--- config.mk ---
export PLATFORM = sky130hd
export DESIGN_NAME = smram_route_dec
export DESIGN_NICKNAME = d
export VERILOG_FILES = /design/src/rtl/smram_route_dec.sv
export SDC_FILE = /design/constraint.sdc
export NUM_CORES = 1
export LEC_CHECK = 0
export CELL_PAD_IN_SITES_DETAIL_PLACEMENT = 1
export CELL_PAD_IN_SITES_GLOBAL_PLACEMENT = 1
export CORE_ASPECT_RATIO = 0.9
export CORE_UTILIZATION = 34
export DETAILED_ROUTE_END_ITERATION = 7
export PLACE_DENSITY_LB_ADDON = 0.2
export SYNTH_ARGS = -nofsm -noshare
export SYNTH_HDL_FRONTEND = slang
export SYNTH_SLANG_ARGS = --single-unit
--- constraint.sdc ---
create_clock -name clk -period 4.9 [get_ports clk]
set_input_delay 1.47 -clock clk [delete_from_list [all_inputs] [get_ports clk]]
set_output_delay 1.47 -clock clk [all_outputs]
set_load 0.005 [all_outputs]
--- src/rtl/smram_route_dec.sv ---
module smram_route_dec #(
  parameter int AW    = 32,
  parameter int MB_LG = 20
) (
  input  logic          clk,
  input  logic          rst_n,
  input  logic          cfg_we,
  input  logic [1:0]    cfg_sel,
  input  logic [AW-1:0] cfg_wdata,
  output logic [AW-1:0] cfg_rdata,
  input  logic          req_valid,
  input  logic [AW-1:0] req_addr,
  input  logic          req_smm,
  input  logic          req_cpu,
  output logic          rsp_valid,
  output logic [1:0]    rsp_route,
  output logic          rsp_err,
  output logic [AW-1:0] rsp_data
);

  localparam logic [1:0] RT_IDLE = 2'b00;
  localparam logic [1:0] RT_DRAM = 2'b01;
  localparam logic [1:0] RT_VGA  = 2'b10;
  localparam logic [1:0] RT_REJ  = 2'b11;
  localparam logic [AW-1:0] VGA_LO = AW'(32'h000A_0000);
  localparam logic [AW-1:0] VGA_HI = AW'(32'h000B_FFFF);
  localparam logic [AW-1:0] ONE_MB = AW'(1) << MB_LG;

  logic          g_en, lock, open_q, seg_en;
  logic [1:0]    seg_code;
  logic [AW-1:0] tolud_q, stolen_q;
  logic [AW-1:0] seg_size, seg_top, seg_base;
  logic          seg_live, in_seg, in_vga, priv;
  logic [1:0]    route_d;

  wire wr_ok = cfg_we & ~lock;

  always_ff @(posedge clk) begin
    if (!rst_n) begin
      g_en     <= 1'b0;
      lock     <= 1'b0;
      open_q   <= 1'b0;
      seg_en   <= 1'b0;
      seg_code <= 2'b00;
      tolud_q  <= '0;
      stolen_q <= '0;
    end else if (wr_ok) begin
      case (cfg_sel)
        2'd0: begin
          g_en   <= cfg_wdata[3];
          lock   <= cfg_wdata[4];
          open_q <= cfg_wdata[6] & ~cfg_wdata[4];
        end
        2'd1: begin
          seg_en   <= cfg_wdata[0];
          seg_code <= cfg_wdata[2:1];
        end
        2'd2: tolud_q  <= cfg_wdata;
        default: stolen_q <= cfg_wdata;
      endcase
    end
  end

  always_comb begin
    cfg_rdata = '0;
    case (cfg_sel)
      2'd0: begin
        cfg_rdata[3] = g_en;
        cfg_rdata[4] = lock;
        cfg_rdata[6] = open_q;
      end
      2'd1: cfg_rdata[2:0] = {seg_code, seg_en};
      2'd2: cfg_rdata = tolud_q;
      default: cfg_rdata = stolen_q;
    endcase
  end

  always_comb begin
    case (seg_code)
      2'd0:    seg_size = ONE_MB;
      2'd1:    seg_size = ONE_MB << 1;
      2'd2:    seg_size = ONE_MB << 3;
      default: seg_size = '0;
    endcase
  end

  assign seg_top  = tolud_q - stolen_q;
  assign seg_base = seg_top - seg_size;
  assign seg_live = g_en & seg_en & (seg_code != 2'b11);
  assign in_seg   = seg_live && (req_addr >= seg_base) && (req_addr < seg_top);
  assign in_vga   = (req_addr >= VGA_LO) && (req_addr <= VGA_HI);
  assign priv     = req_smm | open_q;

  always_comb begin
    if (in_seg)
      route_d = (req_cpu && priv) ? RT_DRAM : RT_REJ;
    else if (in_vga)
      route_d = (g_en && req_cpu && priv) ? RT_DRAM : RT_VGA;
    else
      route_d = RT_DRAM;
  end

  wire rej = req_valid && (route_d == RT_REJ);

  always_ff @(posedge clk) begin
    if (!rst_n) begin
      rsp_valid <= 1'b0;
      rsp_route <= RT_IDLE;
      rsp_err   <= 1'b0;
      rsp_data  <= '0;
    end else begin
      rsp_valid <= req_valid;
      rsp_route <= req_valid ? route_d : RT_IDLE;
      rsp_err   <= rej;
      rsp_data  <= rej ? '1 : '0;
    end
  end

endmodule

==> reports/qor.txt <==
status -> finished with violations
failing checks -> negative setup slack
grt met2 use -> 36.77%
clock skew -> 7.262 ps
first-pass GRT wire length -> 33580 um
Static Leak -> 3.679 nW
fin crit period -> 5048 ps
P_int -> 1.631 mW
EDFF count, synth -> 0
worst-margin pin slew -> 873.4 ps
hold path depth -> 2
Sink Count -> 74
Iteration-0 DRC Markers -> 224
Final nets -> 1152
worst setup margin -> -148.1 ps
CTS max path bufs -> 2
Hold Path Sink -> tolud_q[12]
Mapped Area -> 6509 sq um
register share of total power -> 25.6%
Placed Area -> 8528 sq um
R2R depth -> 28
flop2flop setup slack -> -150 ps
# port buffers -> 139
layout cells sized above 1 -> 15.11%
startpoint types -> register
Hold WC Path Type -> register to register
GRT Residual Overflow -> 0
Crit Path Class -> register to register
count of pins over their slew limit -> 0
Die ar. -> 19700 sq um
top-area cell type share of the netlist area -> 22.76%
RSZ-0062 raised after global routing -> yes
Root Driver -> clkbuf_16
I/O pins -> 140
worst skew pair latency -> 350 ps
GPL Wtd Cong -> 0.8877
per-cell routed wire length -> 16.78 um
DRT Wirelength -> 21000 um
post-synthesis compound-gate area fraction -> 22.41%
syn_nets -> 973
# rows -> 47
Clock Power Share -> 28.8%
hpwl dp -> 16580 um
most common cell after layout, fill and taps aside -> nand2_1
PD cells -> 276.4 nW/um^2
met1 GRT Util -> 28.35%
Yosys top cell by area -> dfxtp_1
Post-CTS Hold Buffers -> 0
sw frac -> 34.64%
fin cells -> 1251
post-synthesis sequential area ratio -> 22.76%
Slowest Stage Delay on Critical Path -> 350 ps
largest net degree at the start of global routing -> 37
TritonCTS buffer count -> 9
Synth Area in XOR/XNOR -> 5.863%
crit path max fanout -> 2
switching pwr -> 0.8645 mW
H-tree depth -> 3
hold_ws -> 483.9 ps
top_reg_cell synth -> dfxtp_1
Simple-Gate Fraction of Synth Area -> 19.97%
mux contribution to synthesized area -> 5.594%
Yosys Warn Count -> 0
Crit. End Element -> register
RR Endpoint -> rsp_data[30]
Setup Viol. Count Final -> 3
Comb pwr share -> 45.6%
Cells after Synth -> 824
cell area after layout -> 9029 sq um
hold path start -> tolud_q[12]
area delta synth->final -> 38.72%
Synth Area per Inst -> 7.899 sq um
CP arrival -> 5290 ps
drt drc -> 0
reg-to-reg startpoint -> tolud_q[0]
post-route antenna net violation count -> 0
combinational family with the most area after synthesis -> compound AO/OA/AOI/OAI gates
ys async rst share -> 0%
CP max stage cell -> fa_2
Die Span Y -> 133.3 um
initial core utilization -> 35.03%
number of global-route vias before repair -> 6541
adder-cell share of the synthesized area -> 15.03%
total of max-cap violations -> 0
relative slew slack -> 41.69%
die width -> 147.8 um
CTS tree -> built
Worst-path clk slew -> 60 ps
via count -> 6335
Synth cell types -> 63
initial antenna violation count -> 0
Global Route Usage Sum -> 21.49%
Area contributors post-synth -> dfxtp_1, ha_1, nand2_1, a21boi_0, mux2i_1
worst vdd ir -> 0.0001928 V
Synth Register Bits -> 74
diodes inserted -> 0
grt peak-use layer -> met2
post-placement cell count -> 1221
via-per-instance ratio -> 5.064
commonest cells after routing, fill and taps aside -> nand2_1, clkdlybuf4s50_1, buf_4
final hold violation count -> 0
highest clock rate -> 198.1 MHz
period utilisation layout -> 103.0%
met3 GRT Util -> 3.048%
Core Area -> 18580 sq um
Pre-antenna DRT Iters -> 4
Req. time, crit path -> 5140 ps
[how the worst max path moves through the flow]
stage | depth (start not counted) | slack, ps | to | from
after floorplan | 28 | -40 | rsp_data[30] | tolud_q[0]
after global placement | 28 | -280 | rsp_data[30] | tolud_q[0]
after detailed placement | 26 | -490 | rsp_data[30] | stolen_q[2]
after CTS | 28 | -250 | rsp_data[30] | tolud_q[0]
after global routing | 28 | -500 | rsp_data[30] | tolud_q[0]
final | 28 | -150 | rsp_data[30] | tolud_q[0]
[cell type report]
| cell class | count | area [sq um] |
|---|---|---|
| flip-flops and latches | 74 | 1484 |
| inverters | 48 | 180.2 |
| well taps | 245 | 306.5 |
| clock inverters | 5 | 81.33 |
| repair buffers | 231 | 2097 |
| multi-input cells | 639 | 4654 |
| fillers | 2256 | 9554 |
| clock buffers | 9 | 225.2 |
[stage by stage]
step                worst slack [ps]  power [mW]  util, %  TNS, ps
floorplan                     -36.98       1.320        -   -36.98
global placement              -284.3       1.668    45.89   -792.6
detailed placement            -494.3       1.694    45.89    -1434
CTS                           -245.6       2.472    48.04   -627.1
global route                  -504.3       2.649    48.59    -1428
finish                        -148.1       2.496    48.59   -354.5
[synth_stat cells (3+ instances only)]
library cell / number
a31oi_1: 5
clkbuf_1: 26
buf_4: 32
nand4_1: 13
buf_1: 4
a221oi_1: 3
and3_1: 7
a211oi_1: 3
o21ai_1: 3
ha_1: 75
a221o_1: 3
mux2i_1: 33
xor2_1: 16
nor2b_1: 39
o21a_1: 4
and2_1: 3
o211ai_1: 9
nor3b_1: 4
nor4_1: 3
mux2_2: 3
nand3_1: 8
nor2_1: 16
nand2b_1: 8
a21oi_1: 42
a21boi_0: 68
o21ai_0: 23
a22o_1: 3
nand3b_1: 3
nand2_1: 160
inv_1: 48
xnor2_1: 23
a21o_1: 17
nor3_1: 7
dfxtp_1: 74
[layer usage]
| metal | wire length, um | up-vias |
|---|---|---|
| met1 | 10030 | 2987 |
| li1 | - | 3196 |
| met3 | 1010 | 15 |
| met4 | 294 | 0 |
| met2 | 9664 | 137 |
| met5 | 0 | - |
[cells by family after synthesis]
kind of cell / Yosys count
AND/OR/NAND/NOR: 277
AO/OA/AOI/OAI: 208
buffers and inverters: 111
adder cells (fa/ha/maj): 77
flip-flops: 74
XOR/XNOR: 41
multiplexers: 36
[power groups by stage]
stage | Combinational (mW) | Clock [mW] | Sequential, mW
after floorplan | 0.673 | 0 | 0.647
after global placement | 1.02 | 0 | 0.651
after detailed placement | 1.04 | 0 | 0.652
after CTS | 1.10 | 0.732 | 0.639
after global routing | 1.26 | 0.750 | 0.641
final | 1.14 | 0.720 | 0.639
[state kept, by name, summed over array words and instances (netlist names)]
name	cells
tolud_q	32
open_q	1
rsp_data	1
g_en	1
rsp_route	2
rsp_valid	1
seg_code	2
seg_en	1
lock	1
stolen_q	32
[repair_timing]
item	in CTS	in global routing
pin swaps	16	14
gates resized for setup	6	9
setup endpoints to repair	3	3
setup buffers	9	7
[critical path: cells and delay by family, from the launching register on]
| kind | cells | cell delay, ps |
|---|---|---|
| AO/OA/AOI/OAI | 13 | 2250 |
| XOR/XNOR | 2 | 250 |
| adder cells (fa/ha/maj) | 5 | 1320 |
| buffers and inverters | 3 | 220 |
| flip-flops | 1 | 320 |
| AND/OR/NAND/NOR | 5 | 540 |
Power figures use the tool's default switching activity.
